`src/rtl/lm_lane_mask_pkg.sv`:
```
package lm_lane_mask_pkg;
  // Default geometry of the data path
  localparam int LM_LANE_W = 8;
  localparam int LM_LANES  = 2;
  localparam int LM_ADDR_W = 4;
  localparam int LM_BURST  = 4;
  localparam int LM_RD_LAT = 2;

  typedef enum logic {
    SEQ_IDLE = 1'b0,
    SEQ_RUN  = 1'b1
  } lm_seq_state_e;
endpackage

```
`src/rtl/lm_burst_seq.sv`:
```
module lm_burst_seq
  import lm_lane_mask_pkg::*;
#(
  parameter int ADDR_W = LM_ADDR_W,
  parameter int BURST  = LM_BURST
) (
  input  logic              clk,
  input  logic              rst_n,
  input  logic              start,
  input  logic [ADDR_W-1:0] start_addr,
  output logic              beat_vld,
  output logic [ADDR_W-1:0] beat_addr
);
  localparam int BEAT_W = (BURST > 1) ? $clog2(BURST) : 1;

  lm_seq_state_e     state_q, state_d;
  logic [ADDR_W-1:0] base_q;
  logic [BEAT_W-1:0] idx_q, idx_d;
  logic [BEAT_W-1:0] off;

  // next-state logic
  always_comb begin
    state_d = state_q;
    idx_d   = idx_q;
    if (start) begin
      state_d = SEQ_RUN;
      idx_d   = BEAT_W'(1);
    end else if (state_q == SEQ_RUN) begin
      idx_d = idx_q + BEAT_W'(1);
      if (idx_q == BEAT_W'(BURST - 1)) begin
        state_d = SEQ_IDLE;
      end
    end
  end

  // registers
  always_ff @(posedge clk or negedge rst_n) begin
    if (!rst_n) begin
      state_q <= SEQ_IDLE;
      idx_q   <= '0;
      base_q  <= '0;
    end else begin
      state_q <= state_d;
      idx_q   <= idx_d;
      if (start) begin
        base_q <= start_addr;
      end
    end
  end

  // current beat: start cycle is beat 0, wrap inside aligned group
  assign off      = base_q[BEAT_W-1:0] + idx_q;
  assign beat_vld = start | (state_q == SEQ_RUN);
  assign beat_addr = start ? start_addr : {base_q[ADDR_W-1:BEAT_W], off};
endmodule

```
`src/rtl/lm_mask_pipe.sv`:
```
module lm_mask_pipe #(
  parameter int STAGES = 2
) (
  input  logic clk,
  input  logic rst_n,
  input  logic mask_in,
  output logic mask_dly
);
  logic [STAGES-1:0] sh_q, sh_d;

  always_comb begin
    sh_d = {sh_q[STAGES-2:0], mask_in};
  end

  // resets to the masked (high impedance) state
  always_ff @(posedge clk or negedge rst_n) begin
    if (!rst_n) begin
      sh_q <= '1;
    end else begin
      sh_q <= sh_d;
    end
  end

  assign mask_dly = sh_q[STAGES-1];
endmodule

```
`src/rtl/lm_byte_regfile.sv`:
```
module lm_byte_regfile #(
  parameter int ADDR_W = 4,
  parameter int LANE_W = 8,
  parameter int LANES  = 2
) (
  input  logic                      clk,
  input  logic [LANES-1:0]          wr_en,
  input  logic [ADDR_W-1:0]         wr_addr,
  input  logic [LANES*LANE_W-1:0]   wr_data,
  input  logic [ADDR_W-1:0]         rd_addr,
  output logic [LANES*LANE_W-1:0]   rd_data
);
  localparam int DEPTH = 1 << ADDR_W;

  for (genvar l = 0; l < LANES; l++) begin : g_lane
    logic [LANE_W-1:0] mem_q [DEPTH];

    always_ff @(posedge clk) begin
      if (wr_en[l]) begin
        mem_q[wr_addr] <= wr_data[l*LANE_W +: LANE_W];
      end
    end

    assign rd_data[l*LANE_W +: LANE_W] = mem_q[rd_addr];
  end
endmodule

```
`src/rtl/lm_lane_mask.sv`:
```
module lm_lane_mask
  import lm_lane_mask_pkg::*;
#(
  parameter int LANE_W = LM_LANE_W,
  parameter int LANES  = LM_LANES,
  parameter int ADDR_W = LM_ADDR_W,
  parameter int BURST  = LM_BURST,
  parameter int RD_LAT = LM_RD_LAT
) (
  input  logic                     clk,
  input  logic                     rst_n,
  input  logic                     rd_start,
  input  logic [ADDR_W-1:0]        rd_addr,
  input  logic                     wr_start,
  input  logic [ADDR_W-1:0]        wr_addr,
  input  logic [LANES*LANE_W-1:0]  wr_data,
  input  logic [LANES-1:0]         lane_mask,
  output logic [LANES*LANE_W-1:0]  dq_out,
  output logic [LANES-1:0]         dq_oe
);
  localparam int DATA_W = LANES * LANE_W;

  // write side: mask applies on the same edge
  logic              wr_vld;
  logic [ADDR_W-1:0] wr_beat_addr;
  logic [LANES-1:0]  lane_we;

  // read side
  logic              rd_vld;
  logic [ADDR_W-1:0] rd_beat_addr;
  logic              fetch_vld_q;
  logic [ADDR_W-1:0] fetch_addr_q;
  logic              data_vld_q;
  logic [DATA_W-1:0] data_q;
  logic [DATA_W-1:0] rf_rd_data;
  logic [LANES-1:0]  mask_dly;

  logic [LANES-1:0]  oe_d, dq_oe_q;
  logic [DATA_W-1:0] dq_d, dq_out_q;

  lm_burst_seq #(.ADDR_W(ADDR_W), .BURST(BURST)) u_wr_seq (
    .clk       (clk),
    .rst_n     (rst_n),
    .start     (wr_start),
    .start_addr(wr_addr),
    .beat_vld  (wr_vld),
    .beat_addr (wr_beat_addr)
  );

  lm_burst_seq #(.ADDR_W(ADDR_W), .BURST(BURST)) u_rd_seq (
    .clk       (clk),
    .rst_n     (rst_n),
    .start     (rd_start),
    .start_addr(rd_addr),
    .beat_vld  (rd_vld),
    .beat_addr (rd_beat_addr)
  );

  always_comb begin
    for (int l = 0; l < LANES; l++) begin
      lane_we[l] = wr_vld & ~lane_mask[l];
    end
  end

  lm_byte_regfile #(.ADDR_W(ADDR_W), .LANE_W(LANE_W), .LANES(LANES)) u_rf (
    .clk    (clk),
    .wr_en  (lane_we),
    .wr_addr(wr_beat_addr),
    .wr_data(wr_data),
    .rd_addr(fetch_addr_q),
    .rd_data(rf_rd_data)
  );

  // read mask delay, one pipe per lane
  for (genvar l = 0; l < LANES; l++) begin : g_mask
    lm_mask_pipe #(.STAGES(RD_LAT)) u_pipe (
      .clk     (clk),
      .rst_n   (rst_n),
      .mask_in (lane_mask[l]),
      .mask_dly(mask_dly[l])
    );
  end

  // read fetch and data stages
  always_ff @(posedge clk or negedge rst_n) begin
    if (!rst_n) begin
      fetch_vld_q  <= 1'b0;
      fetch_addr_q <= '0;
      data_vld_q   <= 1'b0;
      data_q       <= '0;
    end else begin
      fetch_vld_q <= rd_vld;
      data_vld_q  <= fetch_vld_q;
      if (rd_vld) begin
        fetch_addr_q <= rd_beat_addr;
      end
      if (fetch_vld_q) begin
        data_q <= rf_rd_data;
      end
    end
  end

  // output enable and gated data
  always_comb begin
    for (int l = 0; l < LANES; l++) begin
      oe_d[l] = data_vld_q & ~mask_dly[l];
      dq_d[l*LANE_W +: LANE_W] = oe_d[l] ? data_q[l*LANE_W +: LANE_W] : '0;
    end
  end

  always_ff @(posedge clk or negedge rst_n) begin
    if (!rst_n) begin
      dq_oe_q  <= '0;
      dq_out_q <= '0;
    end else begin
      dq_oe_q  <= oe_d;
      dq_out_q <= dq_d;
    end
  end

  assign dq_oe  = dq_oe_q;
  assign dq_out = dq_out_q;
endmodule

```
`config.mk`:
```
export PLATFORM = sky130hd
export DESIGN_NAME = lm_lane_mask
export DESIGN_NICKNAME = d
export VERILOG_FILES = /design/src/rtl/lm_lane_mask_pkg.sv /design/src/rtl/lm_burst_seq.sv /design/src/rtl/lm_mask_pipe.sv /design/src/rtl/lm_byte_regfile.sv /design/src/rtl/lm_lane_mask.sv
export SDC_FILE = /design/constraint.sdc
export NUM_CORES = 1
export LEC_CHECK = 0
export ABC_CLOCK_PERIOD_IN_PS = 3100
export BUFFER_PORTS_ARGS = -buffer_cell sky130_fd_sc_hd__buf_4
export CORE_MARGIN = 8
export CORE_UTILIZATION = 25
export CTS_CLUSTER_DIAMETER = 50
export DETAILED_ROUTE_END_ITERATION = 7
export HOLD_SLACK_MARGIN = 0.15
export PLACE_DENSITY = 0.38
export SKIP_CTS_REPAIR_TIMING = 1
export SYNTH_ARGS = -nofsm -noshare
export SYNTH_HDL_FRONTEND = slang
export SYNTH_SLANG_ARGS = --single-unit
```
`constraint.sdc`:
```
create_clock -name clk -period 3.1 [get_ports clk]
set_input_delay 0.62 -clock clk [delete_from_list [all_inputs] [get_ports clk]]
set_output_delay 0.62 -clock clk [all_outputs]
set_load 0.1 [all_outputs]
```
# Word-level counts from Yosys, hierarchy flattened
# Memories as Yosys holds them, arrays and structs flattened. A register that Yosys moved wholly into a read port is not among the register bits.
# Index checks and enable logic that the tools add are counted.
# op_classes
n_addsub	4
mul	0
div	0
magnitude_cmp	0
eq_ne	2
shift	0
mux	18
bitwise_logic	10
reduce_logical	4
# op_table
cell	n
2-to-1 mux 8 bit	2
2-to-1 mux 1 bit	10
2-to-1 mux 2 bit	4
2-to-1 mux 4 bit	2
adder 2 x 1 -> 2 bit, second input constant	2
adder 2 bit	2
bitwise AND 1 bit	4
== test 2 bit, second input constant	2
NOT 1 bit	4
nonzero test 2 bit	2
logical NOT 1 bit	2
OR 1 bit	2
# word_totals
register_bits	42
latchBits	0
mem_bits_rw	256
romBits	0
in_bits	30
output_inout_bits	18
wordCells	53
n_memories	2
# mem_list
memory	depth	width	rd	rd_clocked_by_memory_dff	write_ports	line	text
u_rf.g_lane[0].mem_q	16	8	1	1	1	lm_byte_regfile.sv:16	logic [LANE_W-1:0] mem_q [DEPTH];
u_rf.g_lane[1].mem_q	16	8	1	1	1	lm_byte_regfile.sv:16	

# Longest topological paths before layout
# depth
ltp_word	4
ltp_mapped	6

# Hierarchy
# A second synthesis with hierarchy kept.
# unflattened
hier_cells	585
hier_area_um2	12074.1
# modules_own_cells
module	n_inst	cells_per_inst	area_per_inst_um2
lm_byte_regfile	1	440	9834.4
lm_lane_mask	1	83	1463.9
lm_burst_seq	2	29	335.3
lm_mask_pipe	2	2	52.6

# Least setup slack after synthesis
# OpenSTA, ideal clock, no wires.
# synth_path
path_kind	in2reg
start	input wr_start
end	memory u_rf.g_lane[1].mem_q[3][0], enable pin
setup_ns	0.383
arrival_ns	2.038
path_slack_ns	0.679
stages	5
n_path_buf	2
cell_sequence	buf_2 -> buf_4 -> nor2b_1 -> o211ai_1 -> nor3_1
# synth_via
elab_chain_len	4
elab_cells_between_ends	5
classes_between	mux: 3; bitwise: 2
# synth_lines
item	line	text
start, declared	lm_lane_mask.sv:14	input logic wr_start,
OR 1 bit	lm_burst_seq.sv:53	assign beat_vld = start | (state_q == SEQ_RUN);
bitwise AND 1 bit	lm_lane_mask.sv:61	lane_we[l] = wr_vld & ~lane_mask[l];
2-to-1 mux 1 bit	lm_byte_regfile.sv:19	if (wr_en[l]) begin
2-to-1 mux 1 bit (not written as such)	lm_byte_regfile.sv:20	mem_q[wr_addr] <= wr_data[l*LANE_W +: LANE_W];
end, declared	lm_byte_regfile.sv:16	
# Several ways; a longest one is shown, not always the timed one.

==> results.json <==
{
  "status": "finished, final reports clean",
  "root_buffer": "clkbuf_16",
  "post_dp_cell_area_um2": 13500,
  "worst_ep_arrival_time_ps": 2690,
  "crit_start": "fetch_addr_q[0]",
  "relSlewSlack_pct": 31.0,
  "synthArstFlopShare_pct": 18.5,
  "start_kind": "flip-flop",
  "netlist_area_um2": 12200,
  "synth_area_leaders": "edfxtp_1 63%, dfrtp_1 11%, mux4_2 10%, a221oi_2 2.0%, mux4_1 1.7%",
  "die_y_um": 237,
  "ys_warn_count": 0,
  "fin_ws_ps": 786,
  "seq_area_frac_synth_pct": 74.7,
  "leakage_nw": 5.06,
  "die-area_um2": 56300,
  "cts_buffers": 43,
  "first_pass_iters": 4,
  "num_vias": 5845,
  "setup_violations": 0,
  "clock_skew_ps": 19.6,
  "drt_iter0_drc": 268,
  "layout.nets": 719,
  "io_pins": 48,
  "synthDistinctLibCells": 41,
  "fmax_mhz": 432,
  "portBuffers": 47,
  "netlist.area_leader.share_pct": 62.8,
  "drt-total-wl_um": 28500,
  "htreeDepth": 2,
  "cts_tree": "done",
  "syn_nets": 622,
  "antenna_found_initial": 0,
  "final_design_area_no_fill_um2": 14800,
  "path_max_fanout": 23,
  "core.rowCount": 81,
  "layout_common_cells": "256 x edfxtp_1, 83 x buf_4, 56 x mux4_2",
  "postRouteAntennaNets": 0,
  "gp_congestion": 0.706,
  "fillerInstances": 4715,
  "maxSlewViolCount": 0,
  "worst_hold_path_type": "input pin to async pin",
  "dp_slack_ps": 753,
  "first_global_vias": 6446,
  "yosysTopAreaCell": "edfxtp_1",
  "rsz0062_at_grt": "no",
  "synth_edf_count": 256,
  "clock_sinks": 314,
  "clk_pin_slew_worst_paths_ps": 60,
  "fin_crit_sh_pct": 74.6,
  "synth-seq-cells": 314,
  "insertion_delay_ps": 560,
  "finalSetupTns_ps": 0,
  "core_area_um2": 48600,
  "crit_required_ps": 3480,
  "cts_max_path_buffers": 3,
  "grt_pass1_wl_um": 42400,
  "wl_per_cell_um": 21.2,
  "grt_max_degree": 59,
  "period_needed_ps": 2310,
  "ys.flop_type": "edfxtp_1",
  "gr-total-overflow": 0,
  "synth_area_per_cell_um2": 20.8,
  "endpoint_kind": "flip-flop",
  "worst-setup-path-type": "flip-flop to flip-flop",
  "via_per_inst": 4.36,
  "layout_commonest_cell": "edfxtp_1",
  "syn_to_final_growth_pct": 21.2,
  "drc": 0,
  "maxCapViolCount": 0,
  "hold_viol": 0,
  "drive_above_1_share_pct": 35.0,
  "final_util_pct": 30.5,
  "start_util_pct": 25.1,
  "worst_r2r_startpoint": "fetch_addr_q[0]",
  "grt_util_all_layers_pct": 10.2,
  "die_w_um": 237,
  "ir_drop_mv": 0.373,
  "worst_pin_slew_ps": 1030,
  "power_density_nw_per_um2": 832,
  "whs_ps": 153,
  "synthCells": 588,
  "hpwl_um": 18300
}
[registers in the layout (all words and copies together), names as in the netlist]
| name | flops |
|---|---|
| u_wr_seq.idx_q | 2 |
| fetch_vld_q | 1 |
| g_mask.u_pipe.sh_q | 4 |
| u_rf.g_lane.mem_q | 256 |
| fetch_addr_q | 4 |
| dq_oe | 2 |
| data_vld_q | 1 |
| u_wr_seq.base_q | 4 |
| u_rd_seq.base_q | 4 |
| data_q | 16 |
| u_wr_seq.state_q | 1 |
| u_rd_seq.state_q | 1 |
| u_rd_seq.idx_q | 2 |
| dq_out | 16 |
[routing by layer]
metal / vias up / share of wire [%] / track usage (%)
li1: 2601 / - / -
met3: 47 / 5.7 / 2.70
met2: 132 / 46 / 15.7
met5: - / 0 / 0
met1: 3065 / 46 / 13.5
met4: 0 / 2.7 / 3.99
[cells by family after synthesis]
family | synth area share, %
flip-flops | 74.7
multiplexers | 14.6
AND/OR/NAND/NOR | 3.68
AO/OA/AOI/OAI | 3.89
buffers and inverters | 2.18
XOR/XNOR | 0.522
adder cells (fa/ha/maj) | 0.409
[power by group]
group | switching (W) | leakage, nW | internal, W
clock network | 0.00184 | 0.674 | 0.00285
registers | 0.000195 | 2.98 | 0.00494
logic | 0.00158 | 1.40 | 0.000946
total | 0.00361 | 5.06 | 0.00873
[cell type report]
class / count / area, um2 / share of cell area, %
sequential: 314 / 9150 / 61.7
multi-input combinational: 232 / 2820 / 19.0
clock buffer: 50 / 1110 / 7.50
tap: 622 / 778 / 5.25
timing repair buffer: 86 / 683 / 4.61
clock inverter: 28 / 254 / 1.71
inverter: 8 / 30.0 / 0.202
antenna: 1 / 2.50 / 0.0169
[worst max-delay path, cell delays in order (launching register included)]
cell and delay, ps:
dfrtp_4 640, buf_12 270, mux4_1 600, mux2i_1 460
a221oi_2 140
[Yosys cell counts, types with 3 or more instances]
cell,number
mux2i_1,20
o211ai_1,8
inv_1,7
o21ai_0,3
nor3_1,6
buf_4,3
and2_1,18
dfstp_2,4
edfxtp_1,256
nor3_2,10
o22ai_1,16
nor2b_1,4
nor2_1,34
buf_2,13
buf_8,3
a221oi_2,16
mux2_2,7
dfrtp_1,54
nand2b_1,3
clkbuf_1,9
ha_1,4
mux4_1,8
mux4_2,56
[final timing paths]
path	end	slack, ps	depth (start not counted)
setup / recovery	data_q[3]	790	4
hold / removal	data_q[8]	150	1
setup reg to reg	data_q[3]	790	4
hold reg to reg	g_mask[1].u_pipe.sh_q[1]	350	0
max in group asynchronous	fetch_addr_q[0]	2340	1
min in group clk	g_mask[0].u_pipe.sh_q[0]	210	1
[stage by stage]
step,total power [W],instances
finish,0.0123,1341
global route,0.0129,1340
CTS,0.0126,1340
detailed placement,0.00780,1262
global placement,0.00776,1262
floorplan,0.00707,588
Note: power is estimated with default switching activity, not from simulation.
